### src/rtl/agc_pacer_pkg.sv
package agc_pacer_pkg;
  localparam int CODE_W = 4;

  typedef enum logic [1:0] {
    PH_ATTACK = 2'd0,
    PH_HOLD   = 2'd1,
    PH_DECAY  = 2'd2
  } phase_t;

  typedef struct packed {
    logic [CODE_W-1:0] hold;
    logic [CODE_W-1:0] attack;
    logic [CODE_W-1:0] decay;
  } tcodes_t;
endpackage

### src/rtl/agc_cfg_regs.sv
module agc_cfg_regs
  import agc_pacer_pkg::*;
#(
  parameter int RST_TARGET = 2,
  parameter int RST_HOLD   = 2,
  parameter int RST_ATTACK = 0,
  parameter int RST_DECAY  = 0
) (
  input  logic              clk,
  input  logic              rst_n,
  input  logic              wr_i,
  input  logic [CODE_W-1:0] target_i,
  input  tcodes_t           codes_i,
  output logic [CODE_W-1:0] target_o,
  output tcodes_t           codes_o
);
  always_ff @(posedge clk) begin
    if (!rst_n) begin
      target_o       <= CODE_W'(RST_TARGET);
      codes_o.hold   <= CODE_W'(RST_HOLD);
      codes_o.attack <= CODE_W'(RST_ATTACK);
      codes_o.decay  <= CODE_W'(RST_DECAY);
    end else if (wr_i) begin
      target_o <= target_i;
      codes_o  <= codes_i;
    end
  end
endmodule

### src/rtl/agc_len_calc.sv
module agc_len_calc
  import agc_pacer_pkg::*;
#(
  parameter int CNT_W     = 22,
  parameter int BASE_EXP  = 6,
  parameter int DIV_EXP   = 0,
  parameter int CODE_CLIP = 15
) (
  input  logic [CODE_W-1:0] code_i,
  output logic [CNT_W-1:0]  last_o
);
  localparam int unsigned OFFSET = unsigned'(BASE_EXP - DIV_EXP);
  localparam int CODE_MAX = (1 << CODE_W) - 1;

  logic [CODE_W-1:0] eff;

  generate
    if (CODE_CLIP < CODE_MAX) begin : g_clip
      assign eff = (code_i > CODE_W'(CODE_CLIP)) ? CODE_W'(CODE_CLIP) : code_i;
    end else begin : g_plain
      assign eff = code_i;
    end
  endgenerate

  assign last_o = (CNT_W'(1) << (32'(eff) + OFFSET)) - CNT_W'(1);
endmodule

### src/rtl/agc_step_seq.sv
module agc_step_seq
  import agc_pacer_pkg::*;
#(
  parameter int GAIN_W = 5,
  parameter int CNT_W  = 22
) (
  input  logic              clk,
  input  logic              rst_n,
  input  logic              tick_i,
  input  logic              above_i,
  input  logic [CNT_W-1:0]  att_last_i,
  input  logic [CNT_W-1:0]  hold_last_i,
  input  logic [CNT_W-1:0]  dec_last_i,
  output logic [GAIN_W-1:0] gain_o,
  output logic              boundary_o
);
  localparam logic [GAIN_W-1:0] GAIN_MAX = '1;

  phase_t           phase;
  logic [CNT_W-1:0] cnt;
  logic [CNT_W-1:0] cur_last;
  logic             go_attack, go_hold, wrap;

  always_comb begin
    go_attack = above_i && (phase != PH_ATTACK);
    go_hold   = !above_i && (phase == PH_ATTACK);
    case (phase)
      PH_ATTACK: cur_last = att_last_i;
      PH_HOLD:   cur_last = hold_last_i;
      default:   cur_last = dec_last_i;
    endcase
    wrap       = tick_i && (cnt == cur_last);
    boundary_o = go_attack || go_hold || wrap;
  end

  always_ff @(posedge clk) begin
    if (!rst_n) begin
      phase  <= PH_DECAY;
      cnt    <= '0;
      gain_o <= GAIN_MAX;
    end else if (go_attack) begin
      phase <= PH_ATTACK;
      cnt   <= '0;
    end else if (go_hold) begin
      phase <= PH_HOLD;
      cnt   <= '0;
    end else if (tick_i) begin
      if (wrap) begin
        cnt <= '0;
        case (phase)
          PH_ATTACK: if (gain_o != '0) gain_o <= gain_o - 1'b1;
          PH_HOLD:   phase <= PH_DECAY;
          default:   if (gain_o != GAIN_MAX) gain_o <= gain_o + 1'b1;
        endcase
      end else begin
        cnt <= cnt + 1'b1;
      end
    end
  end
endmodule

### src/rtl/agc_pacer.sv
module agc_pacer
  import agc_pacer_pkg::*;
#(
  parameter int STEPS_LOG2 = 5,
  parameter int HOLD_EXP   = 6,
  parameter int ATT_EXP    = 9,
  parameter int DEC_EXP    = 11,
  parameter int ATT_CLIP   = 10
) (
  input  logic                  clk,
  input  logic                  rst_n,
  input  logic                  tick_i,
  input  logic                  above_i,
  input  logic                  cfg_wr_i,
  input  logic [3:0]            cfg_target_i,
  input  logic [3:0]            cfg_delay_i,
  input  logic [3:0]            cfg_attack_i,
  input  logic [3:0]            cfg_decay_i,
  output logic [STEPS_LOG2-1:0] gain_o,
  output logic [3:0]            target_o
);
  localparam int CODE_MAX  = (1 << CODE_W) - 1;
  localparam int SH_HOLD   = HOLD_EXP + CODE_MAX;
  localparam int SH_DEC    = DEC_EXP - STEPS_LOG2 + CODE_MAX;
  localparam int SH_ATT    = ATT_EXP - STEPS_LOG2 + ATT_CLIP;
  localparam int SH_HD     = (SH_HOLD > SH_DEC) ? SH_HOLD : SH_DEC;
  localparam int CNT_W     = ((SH_HD > SH_ATT) ? SH_HD : SH_ATT) + 1;

  tcodes_t          cfg_codes, act_codes, wr_codes;
  logic             boundary;
  logic [CNT_W-1:0] att_last, hold_last, dec_last;

  assign wr_codes = '{hold: cfg_delay_i, attack: cfg_attack_i, decay: cfg_decay_i};

  agc_cfg_regs u_cfg (
    .clk      (clk),
    .rst_n    (rst_n),
    .wr_i     (cfg_wr_i),
    .target_i (cfg_target_i),
    .codes_i  (wr_codes),
    .target_o (target_o),
    .codes_o  (cfg_codes)
  );

  always_ff @(posedge clk) begin
    if (!rst_n) begin
      act_codes.hold   <= CODE_W'(2);
      act_codes.attack <= '0;
      act_codes.decay  <= '0;
    end else if (boundary) begin
      act_codes <= cfg_codes;
    end
  end

  agc_len_calc #(.CNT_W(CNT_W), .BASE_EXP(HOLD_EXP), .DIV_EXP(0), .CODE_CLIP(CODE_MAX))
    u_hold_len (.code_i(act_codes.hold), .last_o(hold_last));

  agc_len_calc #(.CNT_W(CNT_W), .BASE_EXP(ATT_EXP), .DIV_EXP(STEPS_LOG2), .CODE_CLIP(ATT_CLIP))
    u_att_len (.code_i(act_codes.attack), .last_o(att_last));

  agc_len_calc #(.CNT_W(CNT_W), .BASE_EXP(DEC_EXP), .DIV_EXP(STEPS_LOG2), .CODE_CLIP(CODE_MAX))
    u_dec_len (.code_i(act_codes.decay), .last_o(dec_last));

  agc_step_seq #(.GAIN_W(STEPS_LOG2), .CNT_W(CNT_W)) u_seq (
    .clk         (clk),
    .rst_n       (rst_n),
    .tick_i      (tick_i),
    .above_i     (above_i),
    .att_last_i  (att_last),
    .hold_last_i (hold_last),
    .dec_last_i  (dec_last),
    .gain_o      (gain_o),
    .boundary_o  (boundary)
  );
endmodule

### config.mk
export PLATFORM = sky130hd
export DESIGN_NAME = agc_pacer
export DESIGN_NICKNAME = d
export VERILOG_FILES = /design/src/rtl/agc_pacer_pkg.sv /design/src/rtl/agc_cfg_regs.sv /design/src/rtl/agc_len_calc.sv /design/src/rtl/agc_step_seq.sv /design/src/rtl/agc_pacer.sv
export SDC_FILE = /design/constraint.sdc
export NUM_CORES = 1
export LEC_CHECK = 0
export BUFFER_PORTS_ARGS = -buffer_cell sky130_fd_sc_hd__buf_2
export CAP_MARGIN = 25
export CORE_ASPECT_RATIO = 1.75
export CORE_MARGIN = 2
export CORE_UTILIZATION = 45
export CTS_CLUSTER_DIAMETER = 60
export DETAILED_ROUTE_END_ITERATION = 16
export HOLD_SLACK_MARGIN = 0.03
export PLACE_DENSITY = 0.73
export SYNTH_ARGS = -nofsm -noshare
export SYNTH_HDL_FRONTEND = slang
export SYNTH_SLANG_ARGS = --single-unit
export TNS_END_PERCENT = 30
### constraint.sdc
create_clock -name clk -period 5.1 [get_ports clk]
set_input_delay 0.255 -clock clk [delete_from_list [all_inputs] [get_ports clk]]
set_output_delay 0.255 -clock clk [all_outputs]
set_load 0.02 [all_outputs]
==> tab_implementation.tex, run 1 <==
\begin{tabular}{lr}
\hline
Metric & Value \\
\hline
\multicolumn{2}{l}{\textbf{Clock tree}} \\
Clock Sink Count & 57 \\
Total CTS buffers & 9 \\
Clock transition at the registers of the reported paths & 0.06 ns \\
Library cell used as clock root buffer & clkbuf\_16 \\
Number of buffers inserted to repair setup after CTS & 0 \\
Clock tree from TritonCTS & yes \\
CTS max path bufs & 2 \\
Clock insertion delay at the later pin of the skew report & roughly 0.34 ns \\
Hold-fix buffer count after cts & 0 \\
Number of levels the H-tree was split into & 3 \\
\multicolumn{2}{l}{\textbf{Drt}} \\
1st-pass router iterations & 5 \\
Routed WL per cell & about 20 um \\
Total number of vias & between 4,000 and 5,000 \\
Mean number of vias per cell & about 6.2 \\
Total wire length & between 10,000 and 15,000 um \\
Antenna viol nets, final & 0 \\
Number of DRC violations after detailed-routing iteration 0 & roughly 400 \\
Remaining routing DRC violations & 0 \\
\multicolumn{2}{l}{\textbf{Layout}} \\
Antenna diode instance count & 0 \\
Total Nets Final & 586 \\
Area occupied by multi-input gates & between 2000 and 3000 um2 \\
Most frequent standard cell in the layout excluding fill and tap cells & dfxtp\_1 \\
Layout Area Growth over Synthesis & 13.4\% \\
Most used cells in the layout excluding fill and tap cells & 57 x dfxtp\_1, 49 x nand2\_1, 40 x nor2\_1, 40 x nand3\_1, 29 x buf\_2 \\
Number of fill cells & roughly 900 \\
Share of layout cells above drive strength 1 & $\sim$18\% \\
Sequential cell area & 1140 um2 \\
\multicolumn{2}{l}{\textbf{Yosys}} \\
Post-Synthesis Cells & 530 \\
Fraction of registers with async set/reset & 0\% \\
Area contributors post-synth & dfxtp\_1 27\%, nand3\_1 4.7\%, mux2i\_1 4.5\% \\
Count of flip-flops with a built-in enable after synthesis & 0 \\
Count of synthesis-stage warnings from yosys & 0 \\
Post-synth top flop & dfxtp\_1 \\
Syn\_area\_per\_cell & $\sim$8 um2 \\
Syn Nets & between 500 and 600 \\
Seq/Total Area, Yosys & 26.9\% \\
Largest area contributor in the synthesized netlist & dfxtp\_1 \\
Portion of synthesized cell area occupied by the leading cell type & 26.9\% \\
Total of flip-flops plus latches after synthesis & 57 \\
Unique masters post-synth & 76 \\
Cell area after synthesis & 4240 um2 \\
\multicolumn{2}{l}{\textbf{STA}} \\
Max Clk Rate & $\sim$0.21 GHz \\
Setup repair after global routing missed its margin & false \\
Final setup fails & 0 \\
Fin crit period & between 4 and 5 ns \\
Share of the clock period used by the worst path after layout & around 92\% \\
Max Transition Viols Final & 0 \\
Worst relative slew slack & 36.6\% \\
Hold Vio Cnt, Final & 0 \\
Actual transition at the worst max-transition pin & 0.951 ns \\
Post-Route Skew & between 0.009 and 0.01 ns \\
Final WS setup & around 0.4 ns \\
Tightest hold margin & 0.137 ns \\
\multicolumn{2}{l}{\textbf{Setup path}} \\
Worst EP required & 5.32 ns \\
Largest driver fanout on the critical path & 15 \\
Kind of start point of the critical path & flop \\
Endpoint class of the critical path & flop \\
Critical path data arrival time & between 4 and 5 ns \\
Crit Path Class & reg2reg \\
\multicolumn{2}{l}{\textbf{Global route}} \\
Routing layer with the top usage in global route & met2 \\
Number of antenna violations at the first check in global routing & 0 \\
Global router's overall resource usage & between 20\% and 30\% \\
Met3 Track Usage GR & 4.93\% \\
Largest net degree at the start of global routing & 62 \\
Total overflow reported by the global router & 0 \\
Met2 track utilization from global routing & roughly half \\
Global-route wire length before repair & 21,800 um \\
Met1 GRT Util & around a quarter \\
Via count of the first global-routing pass & $\sim$4,200 \\
\multicolumn{2}{l}{\textbf{Status}} \\
Run status & finished, final reports clean \\
\multicolumn{2}{l}{\textbf{Worst hold path}} \\
Worst Hold Class & in2reg \\
\multicolumn{2}{l}{\textbf{Floorplan}} \\
Horizontal die dimension & just under 80 um \\
Initial cell density of the core & 46.6\% \\
Chip Height & between 100 and 150 um \\
Placeable Area & roughly 9100 um2 \\
Site row count & 46 \\
I/O Pins & 30 \\
Total Die Area & approximately 10,000 um2 \\
\multicolumn{2}{l}{\textbf{Place}} \\
HPWL reported at the end of detailed placement & $\sim$11,000 um \\
Routability Congestion & $\sim$0.95 \\
Number of buffers inserted by port buffering & 29 \\
Worst slack after detailed placement & -0.131 ns \\
\multicolumn{2}{l}{\textbf{Power and ir drop}} \\
Overall power & between 1500 and 2000 uW \\
Peak supply drop & slightly below 0.2 mV \\
Total power density per cell area & $\sim$320 nW/um2 \\
Cell leakage power & about 0.0018 uW \\
\multicolumn{2}{l}{\textbf{Job}} \\
Max-cap check violation count & 0 \\
\hline
\end{tabular}
[Yosys cell counts, types with 7 or more instances]
cell type  count
nand2b_1       7
and3_1         9
mux2i_1       19
xnor2_1       19
inv_1         14
o211ai_1      10
o21ai_0       10
nand3_1       40
nand3b_1       7
o21a_1        14
clkbuf_1      26
ha_1           9
or4_4          8
a211oi_1       7
xor2_1        12
dfxtp_1       57
nor2_1        43
nand4_1        8
a21oi_1       12
nor2b_1       18
nand2_1       49
o211ai_2       9
a22oi_1        7
nor3_1        13
[area by class of cell]
type	instances	share of cell area (%)
Sequential cell	57	23.7
Tap cell	120	3.12
Multi-Input combinational cell	425	60.7
Clock buffer	10	4.76
Inverter	15	1.17
Clock inverter	6	0.729
Timing Repair Buffer	47	5.83
[per-stage QoR]
stage	cell area (um2)	TNS, ns	cells	util (%)
floorplan	4240	0	530	-
detailed placement	4520	-0.895	664	49.7
CTS	4790	0	680	52.7
finish	4810	0	680	52.9
global placement	4520	0	664	49.7
global route	4810	0	680	52.9
[power by group]
group	switching [uW]	internal, uW	leakage [uW]
sequential	21.2	467	0.000465
combinational	332	177	0.00122
clock	216	324	0.000128
[registers in the layout (all words and copies together) (netlist names)]
| register | count |
|---|---|
| u_cfg.codes_o | 12 |
| u_cfg.target_o | 4 |
| u_seq.phase | 2 |
| act_codes | 12 |
| u_seq.cnt | 22 |
| u_seq.gain_o | 5 |
[metal layers]
layer | vias to the layer above | routed length [um]
met1 | 1982 | 4740
li1 | 2018 | -
met5 | - | 0
met3 | 52 | 565
met2 | 164 | 7070
met4 | 0 | 1160
[worst paths after layout]
path | startpoint | endpoint | slack (ns) | depth (start not counted)
worst max register to register | u_seq.phase[0] | u_seq.gain_o[2] | 0.40 | 15
worst min register to register | u_cfg.target_o[1] | u_cfg.target_o[1] | 0.47 | 2
worst min-delay path | cfg_target_i[1] | u_cfg.target_o[1] | 0.14 | 3
worst max-delay path | u_seq.phase[0] | u_seq.gain_o[2] | 0.40 | 15
[what timing repair did]
item	CTS	global route
setup endpoints to repair	14	35
gates resized for setup	2	5
pin swaps	0	0
[kinds of logic (layout without fill, tap and decap cells)]
family                     after synthesis  in the layout  synth area share, %
buffers and inverters                   48             78                 4.78
xor gates and xnor gates                31             31                 6.40
AOI/OAI and AO/OA                      126            126                 23.3
and+or+nand+nor                        235            235                 29.9
muxes                                   23             23                 5.55
DFF                                     57             57                 26.9
adders and majority gates               10             10                 3.13
[worst max-delay path: stages (launching register included)]
cell and delay, ns:
dfxtp_1 0.51, nand2b_1 0.22, a21boi_0 0.23, ha_1 0.23, xnor2_1 0.11, a211o_1 0.37, a211oi_1 0.30, nand2_1 0.11
ha_2 0.30, buf_4 0.22, o41ai_1 0.52, o22ai_1 0.15, nor4b_1 0.45, and4_1 0.36, nand3_1 0.17, mux2_1 0.35
Power figures use the tool's default switching activity.
==> inputs of run 2 (changes only) <==
--- a/config.mk
+++ b/config.mk
@@ -9,11 +9,11 @@
 export CAP_MARGIN = 25
 export CORE_ASPECT_RATIO = 1.75
 export CORE_MARGIN = 2
-export CORE_UTILIZATION = 45
+export CORE_UTILIZATION = 46
 export CTS_CLUSTER_DIAMETER = 60
 export DETAILED_ROUTE_END_ITERATION = 16
 export HOLD_SLACK_MARGIN = 0.03
-export PLACE_DENSITY = 0.73
+export PLACE_DENSITY = 0.75
 export SYNTH_ARGS = -nofsm -noshare
 export SYNTH_HDL_FRONTEND = slang
 export SYNTH_SLANG_ARGS = --single-unit
==> run 2 against run 1 <==
Net effect:
- core utilization increased by 0.68 points
- power increased by 6.9%
- largest cell class unchanged
- sequential power about the same
- combinational power increased by 0.8%
- global-route usage increased by 0.57 points
- via count increased by 0.64%
- cell count unchanged
- maximum frequency decreased by 3.0%
- critical path type unchanged
- routed wire length increased by 1.4%
==> tab_implementation.tex, run 2 (synthesis gave the netlist of run 1 again) <==
\begin{tabular}{lr}
\hline
Metric & Value \\
\hline
\multicolumn{2}{l}{\textbf{Clock tree}} \\
Number of buffers inserted to repair setup after CTS & 0 \\
Library cell used as clock root buffer & clkbuf\_16 \\
Clock transition at the registers of the reported paths & 0.05 ns \\
Number of levels the H-tree was split into & 3 \\
CTS max path bufs & 2 \\
Clock Sink Count & between 50 and 60 \\
Clock tree from TritonCTS & yes \\
Clock insertion delay at the later pin of the skew report & between 0.3 and 0.4 ns \\
Total CTS buffers & 9 \\
\multicolumn{2}{l}{\textbf{STA}} \\
Hold Vio Cnt, Final & 0 \\
Final WS setup & roughly 0.25 ns \\
Worst relative slew slack & around 37\% \\
Actual transition at the worst max-transition pin & $\sim$0.94 ns \\
Tightest hold margin & between 0.1 and 0.15 ns \\
Max Clk Rate & 0.206 GHz \\
Share of the clock period used by the worst path after layout & between 90 and 100\% \\
Post-Route Skew & 0.00895 ns \\
Max Transition Viols Final & 0 \\
Final setup fails & 0 \\
Fin crit period & $\sim$4.8 ns \\
\multicolumn{2}{l}{\textbf{Layout}} \\
Most used cells in the layout excluding fill and tap cells & 57 x dfxtp\_1, 49 x nand2\_1, 42 x nor2\_1, 40 x nand3\_1, 29 x buf\_2 \\
Layout Area Growth over Synthesis & 14.2\% \\
Most frequent standard cell in the layout excluding fill and tap cells & dfxtp\_1 \\
Number of fill cells & 860 \\
Flip-flop count of the largest register, all copies and words added & 22 \\
Share of layout cells above drive strength 1 & around 17\% \\
Antenna diode instance count & 0 \\
Total Nets Final & about 590 \\
Largest regs & u\_seq.cnt x22, act\_codes x12, u\_cfg.codes\_o x12 \\
Largest Register & u\_seq.cnt \\
\multicolumn{2}{l}{\textbf{Global route}} \\
Global-route wire length before repair & between 20,000 and 25,000 um \\
Largest net degree at the start of global routing & 62 \\
Total overflow reported by the global router & 0 \\
Global router's overall resource usage & between 20 and 30\% \\
Via count of the first global-routing pass & $\sim$4,100 \\
Number of antenna violations at the first check in global routing & 0 \\
\multicolumn{2}{l}{\textbf{Power and ir drop}} \\
Peak supply drop & about 0.24 mV \\
Overall power & $\sim$1600 uW \\
Total power density per cell area & 340 nW/um2 \\
Switching Fraction & 35.0\% \\
Switching power of the nets & roughly 570 uW \\
Cell-internal power & roughly 1100 uW \\
Comb power frac & 31.2\% \\
Fraction of power consumed by the clock network & between 30\% and 40\% \\
Cell leakage power & approximately 0.0018 uW \\
Sequential group share of total power & between 20 and 30\% \\
\multicolumn{2}{l}{\textbf{Setup path}} \\
Largest driver fanout on the critical path & 9 \\
Stage delay of the slowest cell on the critical path & about 0.47 ns \\
Crit Path Class & reg2reg \\
Endpoint class of the critical path & flop \\
Timing startpoint of the critical path & u\_seq.phase[1] \\
Number of buffers and inverters on the critical path & 1 \\
Kind of start point of the critical path & flop \\
Critical R2R Launch & u\_seq.phase[1] \\
Cell type of the slowest stage on the worst timing path & a2111oi\_1 \\
Gate family responsible for the most delay along the worst path & compound AO/OA/AOI/OAI gates \\
Critical path data arrival time & 5.07 ns \\
Ordered list of cells on the worst path & nand2b\_1 > mux2i\_1 > ha\_1 > xnor2\_1 > a211o\_1 > a211oi\_1 > nand2\_1 > ha\_1 > buf\_4 > nor2\_2 > nand3\_1 > a31o\_1 > a2111oi\_1 > and4\_1 > nand3\_1 > mux2\_1 \\
Worst EP required & 5.32 ns \\
\multicolumn{2}{l}{\textbf{Floorplan}} \\
Initial cell density of the core & $\sim$47\% \\
Horizontal die dimension & $\sim$77 um \\
I/O Pins & 30 \\
Site row count & 46 \\
Total Die Area & 10,000 um2 \\
Placeable Area & 9040 um2 \\
Chip Height & between 100 and 150 um \\
\multicolumn{2}{l}{\textbf{Job}} \\
Max-cap check violation count & 0 \\
\multicolumn{2}{l}{\textbf{Drt}} \\
Total number of vias & 4,243 \\
Number of DRC violations after detailed-routing iteration 0 & 420 \\
Antenna viol nets, final & 0 \\
Mean number of vias per cell & between 6 and 7 \\
Total wire length & 13,700 um \\
Remaining routing DRC violations & 0 \\
1st-pass router iterations & 5 \\
Routed WL per cell & $\sim$20 um \\
\multicolumn{2}{l}{\textbf{Status}} \\
Run status & finished, final reports clean \\
\multicolumn{2}{l}{\textbf{Worst hold path}} \\
Start point of the worst min-delay path & cfg\_target\_i[1] \\
Worst Hold Class & in2reg \\
\multicolumn{2}{l}{\textbf{Place}} \\
Routability Congestion & 1.02 \\
Number of buffers inserted by port buffering & 29 \\
HPWL reported at the end of detailed placement & approximately 10,000 um \\
Worst slack after detailed placement & between 0.3 and 0.4 ns \\
\hline
\end{tabular}
## run 2: cell count changes in the layout (fill, tap and decap cells not counted)
cell	delta
ha_1	+1
ha_2	-1
clkbuf_1	+1
nor2_4	-2
clkinv_2	-3
bufinv_16	+2
nor2_1	+2
## run 2: final timing paths
| check | end | slack, ns | depth (start not counted) |
|---|---|---|---|
| setup / recovery | u_seq.gain_o[2] | 0.25 | 16 |
| hold / removal | u_cfg.target_o[1] | 0.14 | 3 |
| setup reg to reg | u_seq.gain_o[2] | 0.25 | 16 |
| hold reg to reg | u_cfg.target_o[1] | 0.48 | 2 |
## run 2: worst reg2reg max path, delay by kind of cell (launching register included)
kind / cells / cell delay [ns]
AO/OA/AOI/OAI: 4 / 1.49
AND/OR/NAND/NOR: 6 / 1.31
adder cells (fa/ha/maj): 2 / 0.62
multiplexers: 2 / 0.62
flip-flops: 1 / 0.36
buffers and inverters: 1 / 0.21
XOR/XNOR: 1 / 0.12
## run 2: per-layer routing
layer / share of wire, % / vias up / GRT usage [%]
li1: - / 2017 / -
met4: 9.0 / 0 / 23.7
met2: 51 / 187 / 52.4
met1: 35 / 1967 / 26.0
met3: 4.5 / 72 / 3.98
met5: 0 / - / 0
## run 2: metrics by stage
step,instance area [um2],setup TNS (ns),cells,utilization (%)
2_1_floorplan,4240,0,530,-
3_3_place_gp,4520,0,664,50.1
3_5_place_dp,4520,0,664,50.1
4_1_cts,4840,0,680,53.5
5_1_grt,4840,-0.0232,680,53.6
6_report,4840,0,680,53.6
## run 2: power groups by stage
stage / clock [uW] / sequential, uW / combinational, uW
floorplan: 0 / 492 / 344
global placement: 0 / 494 / 497
detailed placement: 0 / 496 / 492
CTS: 653 / 487 / 496
global route: 669 / 489 / 550
finish: 643 / 487 / 513
## run 2: cell type report
cell class	count	area, um2	area share (%)
Inverter	15	56.3	1.16
Tap cell	120	150	3.10
Clock inverter	5	80.1	1.65
Timing Repair Buffer	47	280	5.79
Multi-Input combinational cell	425	2900	59.9
Clock buffer	11	233	4.81
Sequential cell	57	1140	23.6
## run 2: timing repair
| item | 4_1_cts | 5_1_grt |
|---|---|---|
| hold buffers | 0 | 0 |
| resized for setup | 0 | 2 |
| endpoints found under the hold margin | 0 | 0 |
| setup endpoints to repair | 0 | 24 |
==> inputs of run 3 (changes only) <==
--- a/config.mk
+++ b/config.mk
@@ -10,6 +10,7 @@
 export CORE_ASPECT_RATIO = 1.75
 export CORE_MARGIN = 2
 export CORE_UTILIZATION = 46
+export CTS_BUF_LIST = sky130_fd_sc_hd__clkbuf_4
 export CTS_CLUSTER_DIAMETER = 60
 export DETAILED_ROUTE_END_ITERATION = 16
 export HOLD_SLACK_MARGIN = 0.03
==> constraint.sdc (replaced) <==
create_clock -name clk -period 5.1 [get_ports clk]
set_input_delay 1.02 -clock clk [delete_from_list [all_inputs] [get_ports clk]]
set_output_delay 1.02 -clock clk [all_outputs]
set_load 0.02 [all_outputs]
==> run 3 against run 2 <==
Net effect:
- clock-buffer cell count is the same
- largest cell class unchanged
- maximum frequency rose by 0.21%
- highest routed layer unchanged
- register-to-register slack about the same
- setup slack better by 0.010 ns
- core utilization shrank 1.7 points
- power decreased by 15%
- clock power fell by 38%
- largest power group is now combinational cells
- global-route usage about the same
- flip-flop and latch count unchanged
- cell count did not move
- via count rose by 0.54%
- non-clock buffer count did not move
==> tab_implementation.tex, run 3 (synthesis gave the netlist of run 1 again) <==
\begin{tabular}{lr}
\hline
Metric & Value \\
\hline
\multicolumn{2}{l}{\textbf{Power and ir drop}} \\
Cell leakage power & 0.00177 uW \\
Sequential group share of total power & between 30\% and 40\% \\
Cell-internal power & about 850 uW \\
Total power density per cell area & approximately 300 nW/um2 \\
Switching Fraction & 39.1\% \\
Overall power & 1400 uW \\
Switching power of the nets & about 550 uW \\
Peak supply drop & roughly 0.25 mV \\
Fraction of power consumed by the clock network & 28.6\% \\
Comb power frac & 36.6\% \\
\multicolumn{2}{l}{\textbf{Clock tree}} \\
Hold-fix buffer count after cts & 0 \\
Clock tree from TritonCTS & yes \\
Total CTS buffers & 9 \\
Library cell used as clock root buffer & clkbuf\_4 \\
Number of levels the H-tree was split into & 3 \\
Clock transition at the registers of the reported paths & 0.10 ns \\
Clock insertion delay at the later pin of the skew report & roughly 0.44 ns \\
Clock Sink Count & 57 \\
CTS max path bufs & 2 \\
\multicolumn{2}{l}{\textbf{STA}} \\
Worst relative slew slack & a little under two fifths \\
Actual transition at the worst max-transition pin & around 0.94 ns \\
Hold Vio Cnt, Final & 0 \\
Final setup fails & 0 \\
Post-Route Skew & between 0.02 and 0.025 ns \\
Fin crit period & 4.84 ns \\
Max Clk Rate & between 0.2 and 0.25 GHz \\
Max Transition Viols Final & 0 \\
Setup repair after global routing missed its margin & false \\
Final setup TNS & 0 ns \\
Share of the clock period used by the worst path after layout & between 90\% and 100\% \\
\multicolumn{2}{l}{\textbf{Layout}} \\
Post-layout util & just over 50\% \\
Most frequent standard cell in the layout excluding fill and tap cells & dfxtp\_1 \\
Layout Area Growth over Synthesis & 10.6\% \\
Largest Register & u\_seq.cnt \\
Antenna diode instance count & 0 \\
Flip-flop count of the largest register, all copies and words added & 22 \\
Largest regs & u\_seq.cnt x22, act\_codes x12, u\_cfg.codes\_o x12 \\
Share of layout cells above drive strength 1 & between 15 and 20\% \\
Total Nets Final & between 500 and 600 \\
Most used cells in the layout excluding fill and tap cells & 57 x dfxtp\_1, 49 x nand2\_1, 42 x nor2\_1, 40 x nand3\_1, 29 x buf\_2 \\
\multicolumn{2}{l}{\textbf{Drt}} \\
Mean number of vias per cell & around 6.3 \\
Total wire length & $\sim$14,000 um \\
Routed WL per cell & $\sim$20 um \\
Remaining routing DRC violations & 0 \\
Antenna viol nets, final & 0 \\
Number of DRC violations after detailed-routing iteration 0 & between 400 and 500 \\
1st-pass router iterations & 6 \\
Total number of vias & between 4,000 and 5,000 \\
\multicolumn{2}{l}{\textbf{Place}} \\
Number of buffers inserted by port buffering & 29 \\
Routability Congestion & slightly above 1 \\
HPWL reported at the end of detailed placement & 10,500 um \\
\multicolumn{2}{l}{\textbf{Setup path}} \\
Kind of start point of the critical path & flop \\
Cell type of the slowest stage on the worst timing path & a2111oi\_1 \\
Ordered list of cells on the worst path & nand2b\_1 > mux2i\_1 > ha\_1 > xnor2\_1 > a211o\_1 > a211oi\_1 > nand2\_1 > ha\_1 > buf\_4 > nor2\_2 > nand3\_1 > a31o\_1 > a2111oi\_1 > and4\_1 > nand3\_1 > mux2\_1 \\
Endpoint class of the critical path & flop \\
Largest driver fanout on the critical path & 9 \\
Worst EP required & roughly 5.4 ns \\
Critical path data arrival time & a little over 5 ns \\
Crit Path Class & reg2reg \\
Stage delay of the slowest cell on the critical path & around 0.50 ns \\
\multicolumn{2}{l}{\textbf{Global route}} \\
Via count of the first global-routing pass & between 4,000 and 5,000 \\
Global router's overall resource usage & approximately 28\% \\
Number of antenna violations at the first check in global routing & 0 \\
Global-route wire length before repair & around 21,000 um \\
Total overflow reported by the global router & 0 \\
Largest net degree at the start of global routing & 62 \\
\multicolumn{2}{l}{\textbf{Floorplan}} \\
Placeable Area & $\sim$9000 um2 \\
Chip Height & roughly 130 um \\
Total Die Area & 10,000 um2 \\
Site row count & between 40 and 50 \\
I/O Pins & 30 \\
Horizontal die dimension & 76.6 um \\
Initial cell density of the core & between 40\% and 50\% \\
\multicolumn{2}{l}{\textbf{Job}} \\
Max-cap check violation count & 0 \\
\multicolumn{2}{l}{\textbf{Status}} \\
Run status & finished, final reports clean \\
\multicolumn{2}{l}{\textbf{Worst hold path}} \\
Worst Hold Class & reg2reg \\
\hline
\end{tabular}
run 3: cell count changes in the layout (fill, tap and decap cells not counted):
cell / delta
clkbuf_4: +11
clkbuf_16: -9
clkbuf_1: -2
run 3: metal layers:
metal  wire (um)  share of wire (%)  global-route usage, %
met5           0                  0                      0
met1        4780                 35                   25.8
met3         584                4.3                   4.26
met4        1110                8.2                   22.8
met2        7140                 52                   53.0
run 3: worst paths after layout:
check	to	slack, ns	depth (start not counted)	start
worst max-delay path	u_seq.gain_o[2]	0.26	16	u_seq.phase[1]
worst min-delay path	u_cfg.target_o[1]	0.49	2	u_cfg.target_o[1]
worst max register to register	u_seq.gain_o[2]	0.26	16	u_seq.phase[1]
worst min register to register	u_cfg.target_o[1]	0.49	2	u_cfg.target_o[1]
run 3: cell type report:
cell class	instances	area (um2)
Clock inverter	5	80.1
Multi-Input combinational cell	425	2900
Tap cell	120	150
Inverter	15	56.3
Clock buffer	11	82.6
Fill cell	877	4350
Sequential cell	57	1140
Timing Repair Buffer	47	280
run 3: power groups by stage:
stage	registers [uW]	clock network, uW	logic [uW]
2_1_floorplan	492	0	344
3_3_place_gp	494	0	497
3_5_place_dp	496	0	492
4_1_cts	485	404	495
5_1_grt	488	420	548
6_report	486	400	511
run 3: critical path: cells and delay by family (launching register included):
family	cells	cell delay, ns
adder cells (fa/ha/maj)	2	0.62
AND/OR/NAND/NOR	6	1.27
multiplexers	2	0.62
XOR/XNOR	1	0.12
flip-flops	1	0.38
buffers and inverters	1	0.21
AO/OA/AOI/OAI	4	1.48
run 3: what timing repair did:
item	4_1_cts	5_1_grt
gates resized for setup	0	2
setup buffers	0	0
endpoints found under the hold margin	0	0
endpoints found under the setup margin	0	24
run 3: per-stage QoR:
stage / cell area [um2] / cells / setup slack (ns) / hold slack [ns]
4_1_cts: 4690 / 680 / 0.313 / 0.482
5_1_grt: 4690 / 680 / 0.0338 / 0.514
6_report: 4690 / 680 / 0.265 / 0.486
2_1_floorplan: 4240 / 530 / 0.511 / 0.456
3_3_place_gp: 4520 / 664 / 0.424 / 0.450
3_5_place_dp: 4520 / 664 / 0.355 / 0.455
